`src/rtl/tsync_pkg.sv`:
```
package tsync_pkg;
    localparam int DATA_W = 32;
    localparam int ADDR_W = 16;

    localparam logic [ADDR_W-1:0] OFS_CTRL  = 16'h6908;
    localparam logic [ADDR_W-1:0] OFS_CNTLO = 16'h690C;
    localparam logic [ADDR_W-1:0] OFS_CNTHI = 16'h6910;
    localparam logic [ADDR_W-1:0] OFS_CMPLO = 16'h6918;
    localparam logic [ADDR_W-1:0] OFS_CMPHI = 16'h691C;
    localparam logic [ADDR_W-1:0] OFS_TRIM  = 16'h6928;

    localparam int HALT_BIT   = 1;
    localparam int GO_BIT     = 2;
    localparam int SRC_LSB    = 16;
    localparam int TRIM_EN    = 31;
    localparam int TRIM_SUB   = 30;
    localparam int TRIM_N_W   = 24;

    localparam logic [1:0] SRC_CMP0 = 2'b10;

    typedef struct packed {
        logic                run;
        logic [1:0]          src;
        logic                trim_en;
        logic                trim_sub;
        logic [TRIM_N_W-1:0] trim_n;
        logic [DATA_W-1:0]   shadow;
        logic [DATA_W-1:0]   rdata;
    } host_regs_t;
endpackage

```
`src/rtl/tsync_rate.sv`:
```
module tsync_rate #(
    parameter int STEP_NS = 8,
    parameter int STEP_W  = 8,
    parameter int N_W     = 24
) (
    input  logic              clk,
    input  logic              rst_n,
    input  logic              run,
    input  logic              trim_en,
    input  logic              trim_sub,
    input  logic [N_W-1:0]    trim_n,
    output logic [STEP_W-1:0] step
);
    logic [N_W-1:0] tick_d, tick_q;
    logic           active, fire;

    always_comb begin
        active = trim_en && (trim_n != '0);
        fire   = active && run && (tick_q == trim_n - 1'b1);
        step   = STEP_W'(STEP_NS);
        if (fire) begin
            step = trim_sub ? step - 1'b1 : step + 1'b1;
        end
        tick_d = tick_q;
        if (!active) begin
            tick_d = '0;
        end else if (run) begin
            tick_d = fire ? '0 : tick_q + 1'b1;
        end
    end

    always_ff @(posedge clk or negedge rst_n) begin
        if (!rst_n) tick_q <= '0;
        else        tick_q <= tick_d;
    end
endmodule

```
`src/rtl/tsync_counter.sv`:
```
module tsync_counter #(
    parameter int CNT_W  = 64,
    parameter int STEP_W = 8,
    localparam int HALF  = CNT_W / 2
) (
    input  logic              clk,
    input  logic              rst_n,
    input  logic              run,
    input  logic              ld_lo,
    input  logic              ld_hi,
    input  logic [HALF-1:0]   ld_data,
    input  logic [STEP_W-1:0] step,
    output logic [CNT_W-1:0]  cnt
);
    logic [CNT_W-1:0] cnt_d, cnt_q;

    always_comb begin
        cnt_d = cnt_q;
        if (run) begin
            cnt_d = cnt_q + CNT_W'(step);
        end else begin
            if (ld_lo) cnt_d[HALF-1:0]     = ld_data;
            if (ld_hi) cnt_d[CNT_W-1:HALF] = ld_data;
        end
    end

    always_ff @(posedge clk or negedge rst_n) begin
        if (!rst_n) cnt_q <= '0;
        else        cnt_q <= cnt_d;
    end

    assign cnt = cnt_q;
endmodule

```
`src/rtl/tsync_compare.sv`:
```
module tsync_compare #(
    parameter int CMP_W  = 63,
    parameter int DATA_W = 32,
    localparam int HI_W  = CMP_W - DATA_W
) (
    input  logic              clk,
    input  logic              rst_n,
    input  logic              lo_wr,
    input  logic              hi_wr,
    input  logic [DATA_W-1:0] wdata,
    input  logic [CMP_W-1:0]  cnt,
    output logic              armed,
    output logic              match,
    output logic              tog,
    output logic [DATA_W-1:0] cmp_lo,
    output logic [HI_W-1:0]   cmp_hi
);
    typedef struct packed {
        logic              en;
        logic [HI_W-1:0]   hi;
        logic [DATA_W-1:0] lo;
        logic              tog;
    } cmp_t;

    cmp_t s_d, s_q;

    always_comb begin
        s_d   = s_q;
        match = s_q.en && (cnt >= {s_q.hi, s_q.lo});
        if (match) begin
            s_d.tog = ~s_q.tog;
            s_d.en  = 1'b0;
        end
        if (lo_wr) s_d.lo = wdata;
        if (hi_wr) begin
            s_d.en = wdata[DATA_W-1];
            s_d.hi = wdata[HI_W-1:0];
        end
    end

    always_ff @(posedge clk or negedge rst_n) begin
        if (!rst_n) s_q <= '0;
        else        s_q <= s_d;
    end

    assign armed  = s_q.en;
    assign tog    = s_q.tog;
    assign cmp_lo = s_q.lo;
    assign cmp_hi = s_q.hi;
endmodule

```
`src/rtl/tsync_clock.sv`:
```
module tsync_clock
    import tsync_pkg::*;
#(
    parameter int STEP_NS = 8,
    parameter int STEP_W  = 8,
    parameter int CNT_W   = 64
) (
    input  logic              clk,
    input  logic              rst_n,
    input  logic [ADDR_W-1:0] bus_addr,
    input  logic [DATA_W-1:0] bus_wdata,
    input  logic              bus_we,
    input  logic              bus_re,
    output logic [DATA_W-1:0] bus_rdata,
    output logic              tsync_out
);
    localparam int CMP_W = CNT_W - 1;
    localparam int HI_W  = CMP_W - DATA_W;

    host_regs_t r_d, r_q;

    logic [CNT_W-1:0]  cnt;
    logic [STEP_W-1:0] step;
    logic              ld_lo, ld_hi, cmp_lo_wr, cmp_hi_wr;
    logic              armed, match, tog;
    logic [DATA_W-1:0] cmp_lo;
    logic [HI_W-1:0]   cmp_hi;

    always_comb begin
        r_d       = r_q;
        ld_lo     = bus_we && (bus_addr == OFS_CNTLO) && !r_q.run;
        ld_hi     = bus_we && (bus_addr == OFS_CNTHI) && !r_q.run;
        cmp_lo_wr = bus_we && (bus_addr == OFS_CMPLO);
        cmp_hi_wr = bus_we && (bus_addr == OFS_CMPHI);

        if (bus_we && bus_addr == OFS_CTRL) begin
            r_d.src = bus_wdata[SRC_LSB+1:SRC_LSB];
            if (bus_wdata[GO_BIT])   r_d.run = 1'b1;
            if (bus_wdata[HALT_BIT]) r_d.run = 1'b0;
        end
        if (bus_we && bus_addr == OFS_TRIM) begin
            r_d.trim_en  = bus_wdata[TRIM_EN];
            r_d.trim_sub = bus_wdata[TRIM_SUB];
            r_d.trim_n   = bus_wdata[TRIM_N_W-1:0];
        end

        if (bus_re) begin
            r_d.rdata = '0;
            case (bus_addr)
                OFS_CTRL:  r_d.rdata[SRC_LSB+1:SRC_LSB] = r_q.src;
                OFS_CNTLO: begin
                    r_d.rdata  = cnt[DATA_W-1:0];
                    r_d.shadow = cnt[CNT_W-1:DATA_W];
                end
                OFS_CNTHI: r_d.rdata = r_q.shadow;
                OFS_CMPLO: r_d.rdata = cmp_lo;
                OFS_CMPHI: r_d.rdata = {armed, cmp_hi};
                OFS_TRIM: begin
                    r_d.rdata[TRIM_EN]        = r_q.trim_en;
                    r_d.rdata[TRIM_SUB]       = r_q.trim_sub;
                    r_d.rdata[TRIM_N_W-1:0]   = r_q.trim_n;
                end
                default:   r_d.rdata = '0;
            endcase
        end
    end

    always_ff @(posedge clk or negedge rst_n) begin
        if (!rst_n) begin
            r_q     <= '0;
            r_q.run <= 1'b1;
        end else begin
            r_q <= r_d;
        end
    end

    tsync_rate #(.STEP_NS(STEP_NS), .STEP_W(STEP_W), .N_W(TRIM_N_W)) i_rate (
        .clk      (clk),
        .rst_n    (rst_n),
        .run      (r_q.run),
        .trim_en  (r_q.trim_en),
        .trim_sub (r_q.trim_sub),
        .trim_n   (r_q.trim_n),
        .step     (step)
    );

    tsync_counter #(.CNT_W(CNT_W), .STEP_W(STEP_W)) i_counter (
        .clk     (clk),
        .rst_n   (rst_n),
        .run     (r_q.run),
        .ld_lo   (ld_lo),
        .ld_hi   (ld_hi),
        .ld_data (bus_wdata),
        .step    (step),
        .cnt     (cnt)
    );

    tsync_compare #(.CMP_W(CMP_W), .DATA_W(DATA_W)) i_compare (
        .clk    (clk),
        .rst_n  (rst_n),
        .lo_wr  (cmp_lo_wr),
        .hi_wr  (cmp_hi_wr),
        .wdata  (bus_wdata),
        .cnt    (cnt[CMP_W-1:0]),
        .armed  (armed),
        .match  (match),
        .tog    (tog),
        .cmp_lo (cmp_lo),
        .cmp_hi (cmp_hi)
    );

    assign bus_rdata = r_q.rdata;
    assign tsync_out = (r_q.src == SRC_CMP0) && tog;
endmodule

```
`config.mk`:
```
export PLATFORM = sky130hd
export DESIGN_NAME = tsync_clock
export DESIGN_NICKNAME = d
export VERILOG_FILES = /design/src/rtl/tsync_pkg.sv /design/src/rtl/tsync_rate.sv /design/src/rtl/tsync_counter.sv /design/src/rtl/tsync_compare.sv /design/src/rtl/tsync_clock.sv
export SDC_FILE = /design/constraint.sdc
export NUM_CORES = 1
export LEC_CHECK = 0
export BUFFER_PORTS_ARGS = -buffer_cell sky130_fd_sc_hd__buf_2
export CORE_ASPECT_RATIO = 1.2
export CORE_MARGIN = 2
export CORE_UTILIZATION = 55
export CTS_CLUSTER_SIZE = 20
export DETAILED_ROUTE_END_ITERATION = 10
export PLACE_DENSITY = 0.73
export SLEW_MARGIN = 10
export SYNTH_ARGS = -nofsm -noshare
export SYNTH_HDL_FRONTEND = slang
export SYNTH_SLANG_ARGS = --single-unit
```
`constraint.sdc`:
```
create_clock -name clk -period 5.99 [get_ports clk]
set_input_delay 0.599 -clock clk [delete_from_list [all_inputs] [get_ports clk]]
set_output_delay 0.599 -clock clk [all_outputs]
set_load 0.03 [all_outputs]
```
Yosys cells after proc, flatten, opt, wreduce, memory -nomap -nowiden
Index checks and enable logic that the tools add are counted.
{"block": "totals", "regBits": 246, "output_inout_bits": 33}
{"block": "classes", "mux": 17, "n_reduce_logical": 21, "bitwise": 1, "n_eq_ne": 9, "addsub": 3, "n_lt_le_gt_ge": 1}
{"cell": "$eq 16x15->1 const B", "count": 6}
{"cell": "$mux 32", "count": 3}
{"cell": "$pmux 16 s5", "count": 1}
{"cell": "$mux 24", "count": 3}
{"cell": "$add 64x8->64", "count": 1}
{"cell": "$mux 64", "count": 1}
{"cell": "$ge 63x63->1", "count": 1}
{"cell": "$pmux 6 s5", "count": 1}
{"cell": "$add 24x1->24 const B", "count": 1}
{"cell": "$eq 24x24->1", "count": 1}
{"cell": "$pmux 6 s4", "count": 1}
{"cell": "$reduce_bool 24->1", "count": 1}
{"cell": "$sub 24x1->24 const B", "count": 1}
{"cell": "$logic_and 1x1->1", "count": 13}
{"cell": "$pmux 2 s6", "count": 1}
{"cell": "$pmux 2 s5", "count": 1}
{"cell": "$mux 8", "count": 1}
{"cell": "$reduce_bool 2->1", "count": 4}
{"cell": "$mux 4", "count": 1}
{"cell": "$reduce_and 2->1", "count": 2}
{"cell": "$mux 1", "count": 3}
{"cell": "$eq 2x2->1 const B", "count": 1}
{"cell": "$ne 2x2->1 const B", "count": 1}
{"cell": "$logic_not 1->1", "count": 1}
{"cell": "$not 1->1", "count": 1}

Logic depth before layout (Yosys ltp)
Gate-level depths: netlist of the first run.
{"block": "depth", "word_depth": 7, "depth_mapped": 18, "ltp_nobuf": 18}

Cells and area by module
Synthesis of the first run repeated with hierarchy kept, for this count alone.
{"block": "hier_totals", "cells_unflattened": 1638, "area_unflattened_um2": 15367.2}
{"mod": "tsync_clock", "area_per_inst_um2": 4648.2, "seq_area_each_um2": 2328.5, "cells_per_inst": 378, "instances": 1}
{"mod": "tsync_counter", "area_per_inst_um2": 4307.9, "seq_area_each_um2": 1601.5, "cells_per_inst": 509, "instances": 1}
{"mod": "tsync_compare", "area_per_inst_um2": 3880.0, "seq_area_each_um2": 1626.6, "cells_per_inst": 431, "instances": 1}
{"mod": "tsync_rate", "area_per_inst_um2": 2531.2, "seq_area_each_um2": 600.6, "cells_per_inst": 320, "instances": 1}

Least setup slack after synthesis of the first run
No wires, ideal clock.
{"block": "synth_timing", "kind": "register to register", "startpoint": "register r_q[75] in the netlist's numbering", "endpoint": "register i_counter.cnt_q[62], in the netlist i_counter.cnt[62]", "n_path_buf": 1, "required_ns": 5.891, "synth_period_minus_slack_ns": 4.912, "path_stages_with_launch": 18, "slack_ns": 1.078, "t_arrival_ns": 4.813, "path_cell_list": "dfrtp_1 -> or4_1 -> buf_2 -> or4_1 -> a2111o_1 -> a221oi_4 -> nand4b_1 -> nor4_1 -> inv_1 -> nor2_1 -> ha_1 -> ha_1 -> o31a_1 -> or2_2 -> nor3b_1 -> nand3_1 -> mux2i_1 -> a311oi_1"}
{"block": "synth_between", "elab_chain_cells": 7, "elab_cells_between_ends": 9}
{"item": "from (decl)", "line": "tsync_clock.sv:20", "source": "host_regs_t r_d, r_q;"}
{"item": "from (signal assigned)", "line": "tsync_clock.sv:73", "source": "r_q <= r_d;"}
{"item": "branches (longest 3 deep; another with $sub 24x1->24)"}
{"item": "$logic_and 1x1->1 (*)", "line": "tsync_rate.sv:19", "source": "fire = active && run && (tick_q == trim_n - 1'b1);"}
{"item": "$mux 8 (*)", "line": "tsync_rate.sv:21", "source": "if (fire) begin"}
{"item": "$add 64x8->64 (*)", "line": "tsync_counter.sv:20", "source": "cnt_d = cnt_q + CNT_W'(step);"}
{"item": "$mux 64 (*)", "line": "tsync_counter.sv:19", "source": "if (run) begin"}
{"item": "to (signal assigned)", "line": "tsync_counter.sv:29", "source": "else cnt_q <= cnt_d;"}
{"item": "to (decl)", "line": "tsync_counter.sv:15", "source": "logic [CNT_W-1:0] cnt_d, cnt_q;"}
Mark *: on every way between the ends.
A chain may end at the register's enable or synchronous reset.

Final worst setup path of the first run
Same ends and word-level chain as after synthesis.

==> results.ini, run 1 <==
[routing]
routed_wl_mm=47.93
avgRoutedWirePerCell_um=23.30
vias_per_cell=6.618
route.detailed.drc=0
drt-initial-drc-count=1589
firstDrtPassIters=9
ant_nets=0
vias=13610

[floorplanning]
fp.dieArea_um2=29390
die_w_um=156.8
start_util=0.5556
rows=67
core_um2=27750
io_pins=85
fp.dieH_um=187.4

[critical_path]
rrSetupSlack_ns=0.66
crit_path_start_kind=flip-flop
critical_path_required_ns=6.44
cp-end-kind=flip-flop
critPathKind=flip-flop to flip-flop
path_cells=or4_1 > or4_1 > a2111o_1 > a221oi_4 > nand4b_1 > nor4_1 > inv_1 > nor2_1 > ha_1 > ha_1 > a21oi_1 > o21ai_0 > nand3_1 > mux2i_1 > a311oi_1
reg2reg_depth=15
slowest_delay_ns=0.67
cp_slowest_cell=or4_1
cp.arrival_ns=5.78
cp_max_fo=7

[sta]
skew_ns=0.02456
holdWs_ns=0.1529
drv_slew=0
layout_min_cycle_time_ns=5.331
finalSetupTns_ns=0
hold_viol=0
timing.slew.headroom=0.2017
rsz0062_at_grt=false
max_freq_mhz=187.6
finalCritPeriodShare=0.8901
worst_pin_slew_ns=1.196
setup_viol=0

[synth]
syn_area_um2=15420
synthArstFlopShare=1.000
synth_edf_count=0
yosysSeqAreaShare=0.3994
synth_cells=1650
synth-warning-count=0
syn-num-nets=1771
synth_ff_type=dfrtp_1
ys_ff_latch=246
synth.distinct_cells=71
synth.avg_cell_area_um2=9.343

[power]
swShare=0.2342
switching_power_mw=0.8181
leakagePower_nw=7.584
p_per_area_nw_per_um2=207.8
internal_power_mw=2.675
p_clk_frac=0.469
seq_power_share=0.484
vdd_drop_max_mv=0.1931
p_comb_frac=0.047

[clock_tree]
numCtsBuffers=27
clock-sinks=246
clock_latency_ns=0.55
cts_max_level=1
tritoncts=built
cts_hold_buffers=0
cts_root_buf=clkbuf_16
clock_path_buffers=3
cts_resized=0
clk_pin_slew_ns=0.06
cts_setup_buffers=0

[final_layout]
layout_common_cells=245 x dfrtp_1, 198 x nand2_1, 121 x mux2_2
regArea_um2=6161
nFillCells=2382
final_nets=1780
area_growth_pct=9.042
drive_gt1_frac=0.1722
diodes=0
layout_commonest_cell=dfrtp_1
multi_input_area_um2=8369

[status]
status=complete, no violations

[min_path]
hp-class=primary input to asynchronous set/reset pin

[grt]
grt.busiest_layer=met2
met2_usage=0.5209
grtUsageTotal=0.3263
first_global_vias=13170
gr-total-overflow=0
use_met3=0.03892
antenna_found_initial=0
grt_use_met1=0.4507
grt_pass1_wl_mm=75.09
grt_max_degree=137

[job]
maxCapViolations=0

[place]
finalWeightedCongestion=0.9510
dp_hpwl_mm=32.94
port-buffer-count=84

[flip-flops by register name (all words and copies together) (netlist names)]
name	cells
i_compare.cmp_hi	31
bus_rdata	32
r_q	61
i_compare.tog	1
i_counter.cnt	64
i_rate.tick_q	24
i_compare.armed	1
i_compare.cmp_lo	32
[synth_stat cells, drive strengths merged (3+ instances only)]
| cell type | instances | area share |
|---|---|---|
| dfrtp | 245 | 0.40 |
| nand2 | 198 | 0.048 |
| mux2 | 121 | 0.088 |
| clkbuf | 88 | 0.022 |
| inv | 85 | 0.021 |
| nor2 | 83 | 0.020 |
| ha | 69 | 0.056 |
| o21ai | 66 | 0.022 |
| and3 | 60 | 0.024 |
| a31oi | 59 | 0.024 |
| a21oi | 44 | 0.014 |
| nand3 | 44 | 0.015 |
| buf | 41 | 0.019 |
| nand4 | 34 | 0.015 |
| a22o | 33 | 0.019 |
| a21o | 32 | 0.016 |
| a222oi | 32 | 0.021 |
| or4 | 30 | 0.015 |
| mux2i | 28 | 0.018 |
| nand2b | 27 | 0.011 |
| o31ai | 27 | 0.013 |
| nor3 | 22 | 0.0071 |
| xnor2 | 22 | 0.012 |
| o22ai | 18 | 0.0073 |
| and2 | 15 | 0.0061 |
| xor2 | 14 | 0.0080 |
| nor4 | 13 | 0.0061 |
| a211oi | 12 | 0.0058 |
| and4 | 8 | 0.0045 |
| nor2b | 8 | 0.0032 |
| or3 | 7 | 0.0028 |
| nor4b | 6 | 0.0034 |
| a311oi | 5 | 0.0028 |
| nor3b | 5 | 0.0028 |
| o211ai | 5 | 0.0024 |
| a221oi | 4 | 0.0038 |
| o31a | 4 | 0.0023 |
| a211o | 3 | 0.0017 |
| or2 | 3 | 0.0012 |
[critical path, delay by kind of cell (launching register included)]
family	cells	cell delay, ns
AO/OA/AOI/OAI	5	1.50
AND/OR/NAND/NOR	6	2.54
flip-flops	1	0.45
adder cells (fa/ha/maj)	2	0.43
multiplexers	1	0.25
buffers and inverters	1	0.08
[kinds of logic (layout without fill, tap and decap cells)]
kind of cell,Yosys count,count (layout),share of synthesized area
simple gates,571,571,0.1900
compound gates,365,365,0.1669
flops,246,246,0.3994
buf+inv,214,242,0.06071
mux,149,149,0.1066
fa+ha+maj,69,69,0.05600
xor+xnor,36,36,0.02045
[layer usage]
layer  up-vias  wire length [um]
met1      6712             19730
met5         -                 0
met2       663             22370
met3       151              3779
met4         0              2049
li1       6088                 -
[power by group through the flow]
stage / Clock (mW) / Combinational, mW / Sequential, mW
floorplan: 0 / 0.0780 / 1.71
global placement: 0 / 0.162 / 1.72
detailed placement: 0 / 0.163 / 1.72
CTS: 1.66 / 0.163 / 1.69
global route: 1.73 / 0.175 / 1.69
finish: 1.64 / 0.164 / 1.69
[final timing paths]
check	startpoint	endpoint
max in group asynchronous	rst_n	bus_rdata[22]
min in group clk	bus_wdata[1]	r_q[92]
worst min-delay path	rst_n	bus_rdata[12]
worst max register to register	r_q[75]	i_counter.cnt[62]
worst min register to register	r_q[33]	r_q[33]
worst max-delay path	r_q[75]	i_counter.cnt[62]
[area by class of cell]
| type | instances | area share |
|---|---|---|
| repair buffers | 109 | 0.03751 |
| inverters | 85 | 0.01898 |
| clock inverters | 2 | 0.002307 |
| well taps | 379 | 0.02821 |
| flip-flops and latches | 246 | 0.3665 |
| clock buffers | 46 | 0.04860 |
| multi-input cells | 1190 | 0.4979 |
[through the flow]
stage / cell area [um2] / worst slack [ns] / cells / power [mW] / util
after floorplan: 15420 / 1.078 / 1650 / 1.791 / -
after global placement: 15950 / 0.8315 / 2009 / 1.880 / 0.5750
after detailed placement: 15950 / 0.7374 / 2009 / 1.881 / 0.5750
after CTS: 16810 / 0.7045 / 2057 / 3.509 / 0.6058
after global routing: 16810 / 0.3438 / 2057 / 3.599 / 0.6058
final: 16810 / 0.6585 / 2057 / 3.493 / 0.6058
(Power assumes the default switching activity.)
==> run 2: changes to the inputs <==
ABC_AREA = 1   (was default)
==> run 2 against run 1 <==
  * Fmax grew 29%
  * Clock skew down 0.0035 ns
  * Register-to-register slack better by 1.2 ns
  * Clock power is 13% higher
  * Setup slack better by 1.2 ns
  * Non-clock buffer count shrank 8
  * Synthesized area rose by 7.5%
  * Critical path type unchanged
==> results.ini, run 2 <==
[floorplanning]
start_util=0.5599
core_um2=29610
io_pins=85
rows=69
fp.dieH_um=194.2
fp.dieArea_um2=31560
die_w_um=162.5

[sta]
worst_pin_slew_ns=1.190
setup_viol=0
finalSetupTns_ns=0
hold_viol=0
layout_min_cycle_time_ns=4.123
max_freq_mhz=242.6
rsz0062_at_grt=false
finalCritPeriodShare=0.6883
skew_ns=0.02106
timing.slew.headroom=0.2047
drv_slew=0
holdWs_ns=0.1037

[grt]
grt.busiest_layer=met2
met2_usage=0.6823
grt_pass1_wl_mm=96.13
use_met3=0.05262
grtUsageTotal=0.4040
first_global_vias=16570
gr-total-overflow=0
antenna_found_initial=1
grt_max_degree=138
grt_use_met1=0.4749

[synth]
synth_cells=2378
synthAdderAreaFrac=0.05207
synthXorXnorAreaFrac=0.02324
synth_common_cells=584 x nand2_1, 414 x inv_1, 245 x dfrtp_1
yosysSeqAreaShare=0.3714
synthArstFlopShare=1.000
syn_area_um2=16580
synth_ff_type=dfrtp_1
synth_edf_count=0
synth_top_family_by_area=simple AND/OR/NAND/NOR gates
synth.distinct_cells=50
synth_compound_area_frac=0.1575
synth-warning-count=0
synth_top_area_frac=0.3698
yosysTopAreaCell=dfrtp_1
syn-num-nets=2499
synth.area.mux_share=0
synth_top_cells_by_area=dfrtp_1 37%, nand2_1 13%, inv_1 9.4%, o21ai_0 5.8%, ha_1 5.2%
synth.avg_cell_area_um2=6.972
ys_ff_latch=246
synth_most_common_cell=nand2_1
synth_simple_gate_area_frac=0.2692

[clock_tree]
clk_pin_slew_ns=0.06
tritoncts=built
cts_max_level=1
clock-sinks=246
cts_resized=0
cts_hold_buffers=0
clock_latency_ns=0.57
numCtsBuffers=27
cts_root_buf=clkbuf_16
cts_setup_buffers=0
clock_path_buffers=3

[place]
port-buffer-count=84
finalWeightedCongestion=1.042
dp_hpwl_mm=48.31
place_area_um2=17150

[routing]
routed_wl_mm=63.69
drt-initial-drc-count=1708
vias_per_cell=5.934
vias=16710
firstDrtPassIters=5
route.detailed.drc=0
ant_nets=0
avgRoutedWirePerCell_um=22.62

[final_layout]
fin_area_um2=18130
layout_common_cells=584 x nand2_1, 414 x inv_1, 245 x dfrtp_1
fin_util=0.6124
layout_commonest_cell=nand2_1
final_nets=2526
regArea_um2=6157
nFillCells=2775
diodes=0
largest_reg_flops=64
multi_input_area_um2=8343
area_growth_pct=9.373
drive_gt1_frac=0.07832

[power]
power_mw=3.698
p_per_area_nw_per_um2=203.9
vdd_drop_max_mv=0.2803
leakagePower_nw=9.171

[critical_path]
path_cells=nor2_2 > nand2_1 > nor2_1 > nand3_1 > nand2_1 > nand2_1 > nand2_1 > nand2_1 > nor2_1 > nand2_1 > nor3_1 > ha_1 > ha_1 > nor2_1 > o21ai_4 > nand2_2 > nor2_2 > nand2_1 > nand2_1 > nand2_1 > nand2_1 > nand2_1
cp_max_fo=10
slowest_delay_ns=0.50
cp-end-kind=flip-flop
crit_top_cell=nand2_1
critical_path_required_ns=6.44
cp_slowest_cell=dfrtp_1
rrSetupSlack_ns=1.87
r2r-start=r_q[73]
cp.arrival_ns=4.58
crit_path_start_kind=flip-flop
critPathKind=flip-flop to flip-flop
r2r_end=i_counter.cnt[54]
reg2reg_depth=22

[min_path]
hp-class=primary input to asynchronous set/reset pin

[status]
status=complete, no violations

[job]
maxCapViolations=0

==> run 2: kinds of logic after synthesis <==
kind of cell,count (synthesis)
AOI/OAI and AO/OA,445
and+or+nand+nor,1047
xor gates and xnor gates,44
DFF,246
buffers and inverters,527
adders and majority gates,69
==> run 2: routing by layer <==
layer	vias to the layer above	share of wire
met3	238	0.070
met1	7858	0.37
met4	0	0.082
met5	-	0
li1	7753	-
met2	861	0.48
==> run 2: worst max-delay path by stage <==
| stage | slack (ns) | end | depth (start not counted) | startpoint |
|---|---|---|---|---|
| CTS | 1.89 | i_counter.cnt[54] | 25 | r_q[64] |
| detailed placement | 1.90 | i_counter.cnt[54] | 25 | r_q[64] |
| global placement | 2.04 | i_counter.cnt[54] | 25 | r_q[64] |
| floorplan | 2.82 | i_counter.cnt[35] | 25 | r_q[64] |
| global route | 1.56 | i_counter.cnt[54] | 25 | r_q[64] |
| finish | 1.87 | i_counter.cnt[54] | 22 | r_q[73] |
==> run 2: area by class of cell <==
cell class                 instances  area share
tap                              390     0.02691
clock buffer                      35     0.04168
sequential                       246      0.3395
multi-input combinational       1605      0.4601
timing repair buffer             101     0.03146
inverter                         424     0.08777
clock inverter                    15     0.01256
==> run 2: worst max-delay path, delay by kind of cell, from the launching register on <==
kind / cells / cell delay [ns]
AND/OR/NAND/NOR: 19 / 2.60
flip-flops: 1 / 0.50
adder cells (fa/ha/maj): 2 / 0.46
AO/OA/AOI/OAI: 1 / 0.41
==> run 2: metrics by stage <==
step	cells	worst slack, ns
floorplan	2378	2.822
global placement	2766	2.045
detailed placement	2766	1.903
CTS	2816	1.885
global route	2816	1.563
finish	2816	1.867
==> run 2: where the power goes <==
group	total, mW	switching, mW	internal (mW)
clock network	1.85	0.743	1.11
logic	0.171	0.131	0.0398
registers	1.67	0.00764	1.67
total	3.70	0.882	2.82
